===== src/rtl/trim_cfg_pkg.sv =====
package trim_cfg_pkg;
  localparam int unsigned CfgW  = 8;
  localparam int unsigned AddrW = 7;
  localparam logic [CfgW-1:0] CfgDefault = 8'h7A;

  typedef enum logic [2:0] {
    ST_IDLE, ST_ADDR, ST_ADDR_ACK, ST_WDATA, ST_WDATA_ACK, ST_RDATA, ST_SKIP
  } slv_state_e;
endpackage


===== src/rtl/trim_line_filt.sv =====
module trim_line_filt #(
  parameter int unsigned FILT_CYC = 15
) (
  input  logic clk_i,
  input  logic rst_ni,
  input  logic line_i,
  output logic line_o
);
  localparam int unsigned CntW = $clog2(FILT_CYC + 1);

  logic [1:0]      sync_q;
  logic [CntW-1:0] cnt_q;

  always_ff @(posedge clk_i or negedge rst_ni) begin
    if (!rst_ni) begin
      sync_q <= 2'b11;
      cnt_q  <= '0;
      line_o <= 1'b1;
    end else begin
      sync_q <= {sync_q[0], line_i};
      if (sync_q[1] != line_o) begin
        if (cnt_q == CntW'(FILT_CYC - 1)) begin
          line_o <= sync_q[1];
          cnt_q  <= '0;
        end else begin
          cnt_q <= cnt_q + 1'b1;
        end
      end else begin
        cnt_q <= '0;
      end
    end
  end
endmodule


===== src/rtl/trim_bus_cond.sv =====
module trim_bus_cond (
  input  logic clk_i,
  input  logic rst_ni,
  input  logic scl_i,
  input  logic sda_i,
  output logic start_o,
  output logic stop_o,
  output logic scl_rise_o,
  output logic scl_fall_o
);
  logic scl_q, sda_q;

  always_ff @(posedge clk_i or negedge rst_ni) begin
    if (!rst_ni) begin
      scl_q <= 1'b1;
      sda_q <= 1'b1;
    end else begin
      scl_q <= scl_i;
      sda_q <= sda_i;
    end
  end

  assign start_o    = scl_i & scl_q & sda_q & ~sda_i;
  assign stop_o     = scl_i & scl_q & ~sda_q & sda_i;
  assign scl_rise_o = scl_i & ~scl_q;
  assign scl_fall_o = ~scl_i & scl_q;
endmodule


===== src/rtl/trim_slave_fsm.sv =====
module trim_slave_fsm
  import trim_cfg_pkg::*;
(
  input  logic             clk_i,
  input  logic             rst_ni,
  input  logic             sda_i,
  input  logic             start_i,
  input  logic             stop_i,
  input  logic             scl_rise_i,
  input  logic             scl_fall_i,
  input  logic [AddrW-1:0] addr_i,
  input  logic [CfgW-1:0]  rd_data_i,
  output logic             wr_en_o,
  output logic [CfgW-1:0]  wr_data_o,
  output logic             sda_oe_o
);
  slv_state_e     state_q;
  logic [3:0]     bit_cnt_q;
  logic [CfgW-1:0] shift_q;
  logic           rw_q;

  wire byte_done = scl_fall_i && (bit_cnt_q == 4'd8);

  always_ff @(posedge clk_i or negedge rst_ni) begin
    if (!rst_ni) begin
      state_q   <= ST_IDLE;
      bit_cnt_q <= '0;
      shift_q   <= '0;
      rw_q      <= 1'b0;
      sda_oe_o  <= 1'b0;
      wr_en_o   <= 1'b0;
    end else begin
      wr_en_o <= 1'b0;
      if (start_i) begin
        state_q   <= ST_ADDR;
        bit_cnt_q <= '0;
        sda_oe_o  <= 1'b0;
      end else if (stop_i) begin
        state_q  <= ST_IDLE;
        sda_oe_o <= 1'b0;
      end else begin
        unique case (state_q)
          ST_ADDR, ST_WDATA: begin
            if (scl_rise_i) begin
              shift_q   <= {shift_q[CfgW-2:0], sda_i};
              bit_cnt_q <= bit_cnt_q + 1'b1;
            end else if (byte_done) begin
              if (state_q == ST_WDATA) begin
                sda_oe_o <= 1'b1;
                state_q  <= ST_WDATA_ACK;
              end else if (shift_q[CfgW-1:1] == addr_i) begin
                sda_oe_o <= 1'b1;
                rw_q     <= shift_q[0];
                state_q  <= ST_ADDR_ACK;
              end else begin
                state_q <= ST_SKIP;
              end
            end
          end
          ST_ADDR_ACK: begin
            if (scl_fall_i) begin
              bit_cnt_q <= '0;
              if (rw_q) begin
                shift_q  <= rd_data_i;
                sda_oe_o <= ~rd_data_i[CfgW-1];
                state_q  <= ST_RDATA;
              end else begin
                sda_oe_o <= 1'b0;
                state_q  <= ST_WDATA;
              end
            end
          end
          ST_WDATA_ACK: begin
            if (scl_fall_i) begin
              sda_oe_o <= 1'b0;
              wr_en_o  <= 1'b1;
              state_q  <= ST_SKIP;
            end
          end
          ST_RDATA: begin
            if (scl_rise_i) begin
              bit_cnt_q <= bit_cnt_q + 1'b1;
            end else if (byte_done) begin
              sda_oe_o <= 1'b0;
              state_q  <= ST_SKIP;
            end else if (scl_fall_i) begin
              shift_q  <= {shift_q[CfgW-2:0], 1'b0};
              sda_oe_o <= ~shift_q[CfgW-2];
            end
          end
          default: ;
        endcase
      end
    end
  end

  assign wr_data_o = shift_q;
endmodule


===== src/rtl/trim_cfg_reg.sv =====
module trim_cfg_reg
  import trim_cfg_pkg::*;
(
  input  logic            clk_i,
  input  logic            rst_ni,
  input  logic            reload_i,
  input  logic            wr_en_i,
  input  logic [CfgW-1:0] wr_data_i,
  output logic [CfgW-1:0] cfg_o
);
  always_ff @(posedge clk_i or negedge rst_ni) begin
    if (!rst_ni)       cfg_o <= CfgDefault;
    else if (reload_i) cfg_o <= CfgDefault;
    else if (wr_en_i)  cfg_o <= wr_data_i;
  end
endmodule


===== src/rtl/trim_cfg_slave.sv =====
module trim_cfg_slave
  import trim_cfg_pkg::*;
#(
  parameter int unsigned FILT_CYC = 15
) (
  input  logic             clk_i,
  input  logic             rst_ni,
  input  logic             scl_i,
  input  logic             sda_i,
  output logic             sda_oe_o,
  input  logic [AddrW-1:0] addr_i,
  input  logic             reload_i,
  output logic [3:0]       bias_code_o,
  output logic [3:0]       imp_code_o
);
  localparam int unsigned NumLines = 2;

  logic [NumLines-1:0] raw_lines, flt_lines;
  logic scl_flt, sda_flt;
  logic start_det, stop_det, scl_rise, scl_fall;
  logic wr_en;
  logic [CfgW-1:0] wr_data, cfg_q;

  assign raw_lines = {sda_i, scl_i};

  for (genvar g = 0; g < NumLines; g++) begin : g_filt
    trim_line_filt #(.FILT_CYC(FILT_CYC)) u_filt (
      .clk_i (clk_i),
      .rst_ni(rst_ni),
      .line_i(raw_lines[g]),
      .line_o(flt_lines[g])
    );
  end

  assign scl_flt = flt_lines[0];
  assign sda_flt = flt_lines[1];

  trim_bus_cond u_cond (
    .clk_i     (clk_i),
    .rst_ni    (rst_ni),
    .scl_i     (scl_flt),
    .sda_i     (sda_flt),
    .start_o   (start_det),
    .stop_o    (stop_det),
    .scl_rise_o(scl_rise),
    .scl_fall_o(scl_fall)
  );

  trim_slave_fsm u_fsm (
    .clk_i     (clk_i),
    .rst_ni    (rst_ni),
    .sda_i     (sda_flt),
    .start_i   (start_det),
    .stop_i    (stop_det),
    .scl_rise_i(scl_rise),
    .scl_fall_i(scl_fall),
    .addr_i    (addr_i),
    .rd_data_i (cfg_q),
    .wr_en_o   (wr_en),
    .wr_data_o (wr_data),
    .sda_oe_o  (sda_oe_o)
  );

  trim_cfg_reg u_reg (
    .clk_i    (clk_i),
    .rst_ni   (rst_ni),
    .reload_i (reload_i),
    .wr_en_i  (wr_en),
    .wr_data_i(wr_data),
    .cfg_o    (cfg_q)
  );

  assign bias_code_o = cfg_q[7:4];
  assign imp_code_o  = cfg_q[3:0];
endmodule


===== config.mk =====
export PLATFORM = sky130hd
export DESIGN_NAME = trim_cfg_slave
export DESIGN_NICKNAME = d
export VERILOG_FILES = /design/src/rtl/trim_cfg_pkg.sv /design/src/rtl/trim_line_filt.sv /design/src/rtl/trim_bus_cond.sv /design/src/rtl/trim_slave_fsm.sv /design/src/rtl/trim_cfg_reg.sv /design/src/rtl/trim_cfg_slave.sv
export SDC_FILE = /design/constraint.sdc
export NUM_CORES = 1
export LEC_CHECK = 0
export BUFFER_PORTS_ARGS = -buffer_cell sky130_fd_sc_hd__buf_4
export CORE_ASPECT_RATIO = 1.4
export CORE_MARGIN = 4
export CORE_UTILIZATION = 45
export CTS_CLUSTER_DIAMETER = 50
export DETAILED_ROUTE_END_ITERATION = 10
export HOLD_SLACK_MARGIN = 0.12
export PLACE_DENSITY = 0.65
export SLEW_MARGIN = 20
export SYNTH_ARGS = -nofsm -noshare
export SYNTH_HDL_FRONTEND = slang
export SYNTH_SLANG_ARGS = --single-unit

===== constraint.sdc =====
create_clock -name clk_i -period 2.25 [get_ports clk_i]
set_input_delay 0.3375 -clock clk_i [delete_from_list [all_inputs] [get_ports clk_i]]
set_output_delay 0.3375 -clock clk_i [all_outputs]
set_load 0.02 [all_outputs]

Yosys cells after proc, flatten, opt, wreduce, memory -nomap -nowiden
Cells that the tools add are included.
{ "word_totals": {"out_inout_bits": 9, "input_bits": 12, "mem_bits_ro": 0, "latch_bits": 0, "mem_bits_rw": 0, "regBits": 42, "mem_count": 0} }
{ "classes": {"n_shift": 0, "mux": 47, "n_bitwise": 17, "div_mod_pow": 0, "addsub": 3, "multipliers": 0, "reduce_logical": 14, "order_cmp": 0, "n_eq_ne": 28} }
{ "op_table": {"columns": ["cell", "n"], "rows": [
  ["8-bit two-way mux", 8],
  ["3-bit two-way mux", 11],
  ["4-bit two-way mux", 8],
  ["8-bit one-hot mux with 3 select lines", 1],
  ["1-bit two-way mux", 16],
  ["4-bit by 3-bit inequality test with 1-bit output (second input constant)", 4],
  ["7-bit AND reduction", 2],
  ["4-bit by 1-bit adder with 4-bit output (second input constant)", 3],
  ["4-bit equality test (second input constant)", 3],
  ["3-bit one-hot mux with 4 select lines", 1],
  ["5-bit by 3-bit inequality test with 1-bit output (second input constant)", 2],
  ["1-bit inverter", 10],
  ["9-bit AND reduction", 1],
  ["2-bit inequality test (second input constant)", 4],
  ["4-bit inequality test (second input constant)", 2],
  ["4-bit one-hot mux with 2 select lines", 1],
  ["8-bit AND reduction", 1],
  ["1-bit AND", 7],
  ["7-bit equality test", 1],
  ["3-bit by 2-bit equality test with 1-bit output (second input constant)", 2],
  ["3-bit equality test (second input constant)", 2],
  ["2-bit by 1-bit inequality test with 1-bit output (second input constant)", 3],
  ["3-bit nonzero test", 2],
  ["6-bit nonzero test", 1],
  ["other kinds (11)", 13]
]} }

Logic depth before layout (Yosys ltp)
Gate-level depths: netlist of run 1.
{ "logic_depth": {"word_depth": 8, "depth_mapped": 7, "ltp_nobuf": 7} }

Cells and area by module
A second synthesis of run 1 with hierarchy kept.
{ "unflattened": {"hier_cells": 204, "area_unflattened_um2": 2174.6} }
{ "modules_own_cells": {"columns": ["module", "cells_per_inst", "instances", "area_each_um2"], "rows": [
  ["trim_slave_fsm", 130, 1, 1174.9],
  ["trim_line_filt", 21, 2, 282.8],
  ["trim_cfg_reg", 26, 1, 346.6],
  ["trim_bus_cond", 6, 1, 87.6]
]} }

Worst setup path before layout of run 1
No wires, ideal clock.
{ "synth_path": {"path_type": "flip-flop to flip-flop", "startpoint": "register u_cond.scl_q", "endpoint": "register u_fsm.sda_oe_o", "path_stages_with_launch": 7, "setup_time_ps": 128, "t_arrival_ps": 1672, "path_buffers": 1, "synth_period_minus_slack_ps": 1800, "setup_slack_ps": 450, "cell_sequence": "dfstp_2 -> buf_2 -> nor3b_1 -> nand3_1 -> a32o_2 -> a31oi_2 -> mux2_1"} }
{ "synth_between": {"elab_chain_cells": 7, "elab_cells_between_ends": 23} }
{ "synth_lines": {"columns": ["element", "line", "rtl"], "rows": [
  ["from (decl)", "trim_bus_cond.sv:11", "logic scl_q, sda_q;"],
  ["from (signal assigned)", "trim_bus_cond.sv:18", "scl_q <= scl_i;"],
  ["1-bit AND", "trim_bus_cond.sv:26", "assign scl_fall_o = ~scl_i & scl_q;"],
  ["1-bit logical AND", "trim_slave_fsm.sv:22", "wire byte_done = scl_fall_i && (bit_cnt_q == 4'd8);"],
  ["1-bit two-way mux", "trim_slave_fsm.sv:83", "end else if (byte_done) begin"],
  ["1-bit two-way mux", "trim_slave_fsm.sv:81", "if (scl_rise_i) begin"],
  ["1-bit one-hot mux with 4 select lines", "trim_slave_fsm.sv:42", "unique case (state_q)"],
  ["1-bit two-way mux", "trim_slave_fsm.sv:38", "end else if (stop_i) begin"],
  ["1-bit two-way mux", "trim_slave_fsm.sv:34", "if (start_i) begin"],
  ["to (signal assigned)", "trim_slave_fsm.sv:65", "sda_oe_o <= ~rd_data_i[CfgW-1];"],
  ["to (signal assigned)", "trim_slave_fsm.sv:88", "sda_oe_o <= ~shift_q[CfgW-2];"],
  ["to (decl)", "trim_slave_fsm.sv:15", "output logic sda_oe_o"]
]} }
Several ways; a longest one is shown, not always the timed one. The select of a mux whose other input is x is not followed.
A chain may end at the register's enable or synchronous reset.

Final worst setup path of run 1
{ "layout_path": {"startpoint": "register u_fsm.state_q[2]", "endpoint": "register u_fsm.shift_q[3] (netlist: u_fsm.wr_data_o[3])"} }
{ "layout_between": {"elab_chain_cells": 4, "elab_cells_between_ends": 14} }
{ "layout_lines": {"columns": ["element", "line", "rtl"], "rows": [
  ["from (decl)", "trim_slave_fsm.sv:17", "slv_state_e state_q;"],
  ["from (signal assigned)", "trim_slave_fsm.sv:26", "state_q <= ST_IDLE;"],
  ["from (signal assigned)", "trim_slave_fsm.sv:35", "state_q <= ST_ADDR;"],
  ["from (signal assigned)", "trim_slave_fsm.sv:39", "state_q <= ST_IDLE;"],
  ["3-bit by 1-bit equality test with 1-bit output / 3-bit by 2-bit equality test with 1-bit output (equally long branches)", "trim_slave_fsm.sv:42", null],
  ["2-bit OR reduction", "trim_slave_fsm.sv:42", null],
  ["2-bit inequality test (no source line) / 3-bit nonzero test (equally long branches)", null, null],
  ["9-bit AND reduction (no source line)", null, null],
  ["to (signal assigned)", "trim_slave_fsm.sv:45", "shift_q <= {shift_q[CfgW-2:0], sda_i};"],
  ["to (signal assigned)", "trim_slave_fsm.sv:64", "shift_q <= rd_data_i;"],
  ["to (signal assigned)", "trim_slave_fsm.sv:87", "shift_q <= {shift_q[CfgW-2:0], 1'b0};"],
  ["to (decl)", "trim_slave_fsm.sv:19", "logic [CfgW-1:0] shift_q;"]
]} }
Several ways; a longest one is shown, not always the timed one.

==> results of run 1 <==
registers in the layout (all words and copies together), names as in the netlist:
| name | count |
|---|---|
| u_cond.sda_q | 1 |
| g_filt.u_filt.line_o | 2 |
| u_reg.cfg_o | 8 |
| u_fsm.wr_en_o | 1 |
| g_filt.u_filt.sync_q | 4 |
| u_fsm.rw_q | 1 |
| g_filt.u_filt.cnt_q | 8 |
| u_fsm.state_q | 3 |
| u_fsm.sda_oe_o | 1 |
| u_cond.scl_q | 1 |
| u_fsm.wr_data_o | 8 |
| u_fsm.bit_cnt_q | 4 |
metal layers:
metal,vias up,share of wire (%),track usage (%)
li1,752,-,-
met1,743,42,17.7
met2,35,51,26.6
met4,0,2.1,6.26
met3,7,4.1,3.49
met5,-,0,0
cell usage after synthesis (6+ instances only):
master | n | area share (%)
nor2_1 | 13 | 2.2
dfrtp_1 | 29 | 33
o21ai_0 | 8 | 1.8
inv_1 | 9 | 1.5
dfstp_2 | 13 | 15
nand3_1 | 10 | 2.3
xor2_1 | 10 | 4.0
nand2_1 | 30 | 5.1
mux2_4 | 8 | 5.4
ha_1 | 6 | 3.4
nor2b_1 | 8 | 2.3
path summary, 6_finish.rpt:
kind                                                  from                          to  slack, ns  cells past startpoint
worst max register to register            u_fsm.state_q[2]          u_fsm.wr_data_o[3]       0.32                      6
max in group asynchronous                           rst_ni  g_filt[0].u_filt.sync_q[1]       1.31                      2
min in group asynchronous                           rst_ni          u_fsm.wr_data_o[7]       0.56                      2
worst max-delay path                      u_fsm.state_q[2]          u_fsm.wr_data_o[3]       0.32                      6
worst min-delay path                                 sda_i  g_filt[1].u_filt.sync_q[0]       0.14                      1
worst min register to register  g_filt[1].u_filt.sync_q[0]  g_filt[1].u_filt.sync_q[1]       0.36                      0
cells by family (layout without fill, tap and decap cells):
logic type               after synthesis  after routing  synth area share, %
adder cells (fa/ha/maj)                6              6                 3.40
AND/OR/NAND/NOR                       78             78                 18.0
buffers and inverters                 20             42                 4.53
multiplexers                          15             15                 8.78
AO/OA/AOI/OAI                         34             34                 11.2
XOR/XNOR                              14             14                 5.89
flip-flops                            42             42                 48.3
final cells by class:
| cell class | count | area share (%) |
|---|---|---|
| flip-flops and latches | 42 | 42.3 |
| repair buffers | 24 | 7.25 |
| inverters | 10 | 1.49 |
| clock buffers | 5 | 2.73 |
| well taps | 62 | 3.08 |
| multi-input cells | 147 | 41.3 |
| clock inverters | 3 | 1.79 |
power by group through the flow:
stage          registers [W]  logic [W]  clock network (W)
2_1_floorplan       0.000837   0.000333                  0
3_3_place_gp        0.000873   0.000417                  0
3_5_place_dp        0.000874   0.000416                  0
4_1_cts             0.000860   0.000419           0.000619
5_1_grt             0.000870   0.000463           0.000651
6_report            0.000861   0.000418           0.000596
stage by stage:
step                total power [W]  cell area (sq um)  instances  setup slack [ns]  utilization [%]
floorplan                   0.00117               2210        209             0.450                -
global placement            0.00129               2400        284             0.342             51.6
detailed placement          0.00129               2400        284             0.348             51.6
CTS                         0.00190               2520        293             0.337             54.3
global route                0.00198               2520        293             0.212             54.3
finish                      0.00187               2520        293             0.325             54.3
==> flow_summary.yaml, run 1 <==
setup_path:
  slowest_stage: "dfrtp_1"
  start_kind: "flop"
  crit_fanout: 10
  worstSetupPathType: "flop to flop"
  path_buf_inv: 2
  critPathMaxStageDelay_ns: 0.60
  critPathArrivalTime_ns: 2.11
  crit_chain: "inv_1 -> a21oi_1 -> a21o_1 -> o2111a_1 -> buf_4 -> mux2_4"
  worst_setup_path_end_kind: "flop"
  worst_ep_required_time_ns: 2.43
  crit_family: "flip-flops"
floorplanning:
  num_io_pins: 21
  die_height_um: 90.9
  core_sq_mm: 0.00464
  initial_utilization_pct: 47.6
  dieArea_sq_mm: 0.00611
  die_x_um: 67.2
  num_rows: 29
clock_tree:
  ctsHtreeMaxLevel: 2
  clkTransAtPathRegs_ns: 0.08
  clkLatencyLatePin_ns: 0.30
  clkSinkCount: 42
  cts-buffers-inserted: 5
  clockBufferDepth: 2
  hold_buffers: 1
  cts_setup_buffers: 0
  cts_tree: "built"
  cts_resized: 0
  clockRootBuffer: "clkbuf_8"
grt:
  first_global_vias: 1588
  grt_pass1_wl_mm: 7.22
  grt-ovfl-total: 0
  grt_start_max_net_pins: 43
  antenna_found_initial: 0
  grt_use_total_pct: 15.3
power_and_ir_drop:
  p_per_area_mw_per_mm2: 743
  power.leakage_nw: 1.16
  power_frac_comb_pct: 22.3
  seqPwrFrac_pct: 45.9
  internal_power_w: 0.00132
  power_switching_share_pct: 29.6
  vdd_drop_max_mv: 0.420
  p_switching_w: 0.000555
  pwr-share-clk_pct: 31.8
min_path:
  hold_class: "input port to flop"
finish:
  n_fill_cell: 459
  final_nets: 248
  syn_to_final_growth_pct: 14.1
  drive_gt1_share_pct: 26.4
  mostFrequentLayoutCells: "nand2_1, dfrtp_1, buf_4"
  final_common_cell: "nand2_1"
  diodes: 0
  multi_input_area_sq_mm: 0.00104
  seq_area_sq_mm: 0.00107
detailed_routing:
  ant_nets: 0
  vias_per_cell: 5.25
  drt-total-wl_mm: 4.24
  routedWlPerCell_um: 14.5
  drt_first_pass_iters: 4
  drc: 0
  drt_iter0_drc: 50
  via_count: 1537
yosys:
  synth-seq-cells: 42
  ys_warn_count: 0
  avgSynthCellArea_sq_um: 10.6
  synthArstFlopShare_pct: 100
  syn_nets: 227
  synth_area_sq_mm: 0.00221
  ys_types: 49
  yosys_most_used_dff: "dfrtp_1"
  synth_edf_count: 0
  ys_seq_area_share_pct: 48.3
  synthCells: 209
placement:
  dp_hpwl_mm: 3.06
  place.gp.congestion: 0.835
  io_buffers: 20
timing:
  whs_ns: 0.145
  period_share_pct: 85.6
  setup_tns_ns: 0
  slew_violations: 0
  slew_headroom_pct: 64.9
  finalHoldViolCount: 0
  finalCriticalPeriod_ns: 1.93
  setup_violations: 0
  tightest_slew_ns: 0.527
  fin_skew_ns: 0.00787
  max_freq_ghz: 0.519
  rsz0062_at_grt: "no"
flow_run:
  drv_cap: 0
outcome:
  outcome: "finished clean"
Power figures use the tool's default switching activity.
==> inputs of run 2 (changes only) <==
--- a/config.mk
+++ b/config.mk
@@ -5,14 +5,15 @@
 export SDC_FILE = /design/constraint.sdc
 export NUM_CORES = 1
 export LEC_CHECK = 0
+export ABC_AREA = 1
 export BUFFER_PORTS_ARGS = -buffer_cell sky130_fd_sc_hd__buf_4
 export CORE_ASPECT_RATIO = 1.4
 export CORE_MARGIN = 4
-export CORE_UTILIZATION = 45
+export CORE_UTILIZATION = 59
 export CTS_CLUSTER_DIAMETER = 50
 export DETAILED_ROUTE_END_ITERATION = 10
 export HOLD_SLACK_MARGIN = 0.12
-export PLACE_DENSITY = 0.65
+export PLACE_DENSITY = 0.81
 export SLEW_MARGIN = 20
 export SYNTH_ARGS = -nofsm -noshare
 export SYNTH_HDL_FRONTEND = slang
==> flow_summary.yaml, run 2 <==
outcome:
  outcome: "finished clean"
power_and_ir_drop:
  power.leakage_nw: 1.29
  vdd_drop_max_mv: 0.703
  p_per_area_mw_per_mm2: 923
clock_tree:
  clockBufferDepth: 2
  cts_resized: 0
  cts-buffers-inserted: 5
  ctsHtreeMaxLevel: 2
  clkSinkCount: 42
  clockRootBuffer: "clkbuf_8"
  cts_tree: "built"
  cts_setup_buffers: 0
  clkTransAtPathRegs_ns: 0.08
  clkLatencyLatePin_ns: 0.30
  hold_buffers: 1
setup_path:
  slowest_stage: "dfrtp_1"
  crit_family: "simple AND/OR/NAND/NOR gates"
  worst_setup_path_end_kind: "flop"
  worst_ep_required_time_ns: 2.44
  cp.depth: 8
  rr_worst_depth: 8
  crit_chain: "inv_1 -> nand3_2 -> inv_2 -> o21ai_1 -> nor2_4 -> nand2_4 -> nand2_1 -> nand2_1"
  crit_fanout: 15
  critPathMaxStageDelay_ns: 0.48
  path_buf_inv: 2
  worstSetupPathType: "flop to flop"
  start_kind: "flop"
  r2r_slack_ns: 0.40
  cp_common_cell: "nand2_1"
  critPathArrivalTime_ns: 2.04
finish:
  syn_to_final_growth_pct: 12.4
  mostFrequentLayoutCells: "nand2_1, inv_1, nor2_1"
  fin_cells: 366
  seq_area_sq_mm: 0.00107
  multi_input_area_sq_mm: 0.00106
  n_fill_cell: 322
  final_common_cell: "nand2_1"
  design_area_sq_mm: 0.00260
  final_nets: 341
  drive_gt1_share_pct: 20.4
  diodes: 0
  final_util_pct: 70.1
detailed_routing:
  drt_iter0_drc: 58
  drc: 0
  routedWlPerCell_um: 13.0
  drt-total-wl_mm: 4.75
  vias_per_cell: 5.28
  ant_nets: 0
  drt_first_pass_iters: 4
  via_count: 1932
yosys:
  ys_seq_area_share_pct: 46.1
  synth_top_area_share_pct: 31.4
  synth.most_common_cell: "nand2_1"
  synth_edf_count: 0
  synthCells: 298
  synth-seq-cells: 42
  synth_area_sq_mm: 0.00231
  synthArstFlopShare_pct: 100
  ys_warn_count: 0
  synth_area_leaders: "dfrtp_1, dfstp_2, nand2_1"
  synth_common_cells: "nand2_1, inv_1, nor2_1"
  syn_nets: 316
  synth_area_leader_cell: "dfrtp_1"
  yosys_most_used_dff: "dfrtp_1"
  avgSynthCellArea_sq_um: 7.76
  ys_types: 28
timing:
  period_share_pct: 82.1
  slew_violations: 0
  setup_violations: 0
  setup_ws_ns: 0.403
  max_freq_ghz: 0.541
  slew_headroom_pct: 65.5
  tightest_slew_ns: 0.517
  finalHoldViolCount: 0
  fin_skew_ns: 0.00891
  finalCriticalPeriod_ns: 1.85
  rsz0062_at_grt: "no"
  setup_tns_ns: 0
grt:
  antenna_found_initial: 0
  grt_use_total_pct: 21.7
  first_global_vias: 1861
  grt_start_max_net_pins: 43
  grt-ovfl-total: 0
  grt_pass1_wl_mm: 8.00
floorplanning:
  num_io_pins: 21
  initial_utilization_pct: 62.4
  core_sq_mm: 0.00371
  die_height_um: 82.1
  num_rows: 26
  die_x_um: 60.9
  dieArea_sq_mm: 0.00500
placement:
  io_buffers: 20
  dp_cells: 357
  dp_hpwl_mm: 3.56
  dp_slack_ns: 0.459
  place_area_sq_mm: 0.00250
  place.gp.congestion: 0.910
flow_run:
  drv_cap: 0
min_path:
  hold_class: "input port to flop"
  whs_path_depth: 1
-- run 2: cell count changes in the layout (fill, tap and decap cells not counted), moves of 8 or more --
cell,before,now
nor2b_1,8,0
mux2_4,8,0
inv_1,9,37
nor2_1,13,35
nand2_1,30,80
nand3_1,10,22
o21ai_0,8,16
-- run 2: final timing paths --
kind,startpoint,to
setup / recovery,u_fsm.state_q[2],u_fsm.wr_data_o[4]
hold / removal,scl_i,g_filt[0].u_filt.sync_q[0]
setup reg to reg,u_fsm.state_q[2],u_fsm.wr_data_o[4]
hold reg to reg,g_filt[0].u_filt.sync_q[0],g_filt[0].u_filt.sync_q[1]
max in group asynchronous,rst_ni,g_filt[1].u_filt.sync_q[0]
min in group asynchronous,rst_ni,g_filt[1].u_filt.cnt_q[2]
-- run 2: logic make-up after synthesis --
| family | share of synthesized area (%) |
|---|---|
| XOR/XNOR | 2.27 |
| buffers and inverters | 7.95 |
| adder cells (fa/ha/maj) | 3.24 |
| AO/OA/AOI/OAI | 9.74 |
| AND/OR/NAND/NOR | 30.7 |
| flip-flops | 46.1 |
-- run 2: through the flow --
step | hold slack, ns | power [W]
2_1_floorplan | 0.0419 | 0.00171
3_3_place_gp | 0.345 | 0.00187
3_5_place_dp | 0.349 | 0.00190
4_1_cts | 0.129 | 0.00241
5_1_grt | 0.122 | 0.00259
6_report | 0.138 | 0.00240
-- run 2: metal layers --
layer  part of all wire [%]  track usage, %
met4                    3.5            10.8
met5                      0               0
met3                    3.2            4.20
met2                     52            37.2
met1                     42            25.3
-- run 2: power by group --
part	switching [W]	total, W	internal, W
logic	0.000620	0.000939	0.000320
clock network	0.000281	0.000503	0.000222
registers	0.0000998	0.000958	0.000858
total	0.00100	0.00240	0.00140
-- run 2: layout make-up --
cell class                      instances  share of cell area (%)
Timing Repair Buffer                   21                    6.16
Sequential cell                        42                    41.0
Inverter                               44                    6.35
Multi-Input combinational cell        209                    40.9
Clock buffer                            5                    2.65
Tap cell                               42                    2.02
Clock inverter                          3                   0.914
-- run 2: worst register-to-register path, stage by stage (launching register included) --
cell and delay, ns:
dfrtp_1 0.48, inv_1 0.10, nand3_2 0.22, inv_2 0.29, o21ai_1 0.14, nor2_4 0.25, nand2_4 0.12, nand2_1 0.08
nand2_1 0.05
==> inputs of run 3 (changes only) <==
==> constraint.sdc (replaced) <==
create_clock -name clk_i -period 1.9 [get_ports clk_i]
set_input_delay 0.285 -clock clk_i [delete_from_list [all_inputs] [get_ports clk_i]]
set_output_delay 0.285 -clock clk_i [all_outputs]
set_load 0.02 [all_outputs]
==> flow_summary.yaml, run 3 (synthesis results as in run 2) <==
finish:
  fin_cells: 369
  syn_to_final_growth_pct: 13.3
  final_common_cell: "nand2_1"
  diodes: 0
  mostFrequentLayoutCells: "nand2_1, inv_1, nor2_1"
  drive_gt1_share_pct: 20.2
  multi_input_area_sq_mm: 0.00106
  n_fill_cell: 335
  final_nets: 344
  seq_area_sq_mm: 0.00107
setup_path:
  crit_family: "simple AND/OR/NAND/NOR gates"
  crit_chain: "inv_1 -> nand3_2 -> nor2_2 -> nor3_4 -> nand2_4 -> nand2_1 -> nand2_1"
  worst_ep_required_time_ns: 2.08
  critPathArrivalTime_ns: 1.86
  critPathMaxStageDelay_ns: 0.49
  path_buf_inv: 1
  start_kind: "flop"
  cp_common_cell: "nand2_1"
  crit_fanout: 12
  worst_setup_path_end_kind: "flop"
  slowest_stage: "dfrtp_1"
  worstSetupPathType: "flop to flop"
detailed_routing:
  ant_nets: 0
  via_count: 1940
  drc: 0
  drt_iter0_drc: 137
  wl_met1_mm: 1.97
  top_layer_used: "met4"
  route.met3.wl_um: 178
  drt-total-wl_mm: 4.64
  drt_first_pass_iters: 4
  routedWlPerCell_um: 12.6
  vias_per_cell: 5.26
  dr_wl_met2_mm: 2.40
clock_tree:
  clkSinkCount: 42
  clkLatencyLatePin_ns: 0.30
  cts_tree: "built"
  cts-buffers-inserted: 5
  clkTransAtPathRegs_ns: 0.09
  clockBufferDepth: 2
  clockRootBuffer: "clkbuf_8"
  ctsHtreeMaxLevel: 2
floorplanning:
  core_sq_mm: 0.00371
  initial_utilization_pct: 62.4
  num_io_pins: 21
  num_rows: 26
  die_x_um: 60.9
  die_height_um: 82.1
  dieArea_sq_mm: 0.00500
placement:
  dp_hpwl_mm: 3.44
  place.gp.congestion: 0.928
  io_buffers: 20
  dp_cells: 358
timing:
  tightest_slew_ns: 0.521
  setup_tns_ns: 0
  slew_violations: 0
  max_freq_ghz: 0.597
  slew_headroom_pct: 65.3
  finalHoldViolCount: 0
  period_share_pct: 88.1
  setup_violations: 0
  rsz0062_at_grt: "no"
  finalCriticalPeriod_ns: 1.67
  fin_skew_ns: 0.0114
grt:
  grt_use_total_pct: 21.8
  antenna_found_initial: 0
  grt_start_max_net_pins: 43
  grt-ovfl-total: 0
  first_global_vias: 1853
  grt_pass1_wl_mm: 8.00
flow_run:
  drv_cap: 0
power_and_ir_drop:
  vdd_drop_max_mv: 0.733
  power.leakage_nw: 1.31
  p_per_area_mw_per_mm2: 1090
outcome:
  outcome: "finished clean"
min_path:
  hold_class: "input port to flop"
[run 3: changes by cell type in the layout (fill, tap and decap cells not counted), sizes merged]
| cell | delta |
|---|---|
| buf | +1 |
| clkbuf | +1 |
| clkinv | +2 |
| clkinvlp | -2 |
| dlygate4sd3 | +2 |
| inv | -1 |
[run 3: path summary, 6_finish.rpt]
kind	from	end	slack, ns	depth (start not counted)
max in group asynchronous	rst_ni	u_reg.cfg_o[6]	1.01	2
hold / removal	reload_i	u_reg.cfg_o[2]	0.30	4
hold reg to reg	g_filt[0].u_filt.sync_q[0]	g_filt[0].u_filt.sync_q[1]	0.36	0
min in group asynchronous	rst_ni	u_fsm.state_q[2]	0.50	2
setup / recovery	u_fsm.state_q[2]	u_fsm.wr_data_o[4]	0.23	7
setup reg to reg	u_fsm.state_q[2]	u_fsm.wr_data_o[4]	0.23	7
[run 3: layout make-up]
cell class,instances,share of cell area [%]
well taps,42,2.00
clock inverters,2,0.525
flip-flops and latches,42,40.7
inverters,44,6.30
clock buffers,6,2.77
repair buffers,24,7.16
multi-input cells,209,40.5
[run 3: repair_timing]
item	4_1_cts	5_1_grt
resized for setup	0	0
endpoints found under the hold margin	31	0
buffers inserted	0	0
hold buffers	3	0
[run 3: per-layer routing]
metal	vias to the layer above	GRT usage, %
li1	990	-
met1	903	28.4
met2	37	35.2
met3	10	4.67
met4	0	8.03
met5	-	0
[run 3: through the flow]
step	setup slack, ns	total power, W	hold WS, ns	utilization, %	cell area (sq um)
global route	0.0873	0.00310	0.324	70.7	2620
global placement	0.325	0.00224	0.295	67.5	2500
detailed placement	0.284	0.00228	0.302	67.5	2500
floorplan	0.448	0.00202	-0.0106	-	2310
CTS	0.233	0.00287	0.299	70.7	2620
finish	0.226	0.00285	0.304	70.7	2620
[run 3: where the power goes]
group	switching, W	internal (W)	total (W)
clock	0.000317	0.000260	0.000576
sequential	0.000114	0.00102	0.00113
combinational	0.000748	0.000394	0.00114
total	0.00118	0.00167	0.00285
[run 3: worst min-delay path: stages]
cell and delay (ns):
buf_4 0.09, nor2_1 0.06, nand2_1 0.05, o21ai_0 0.07
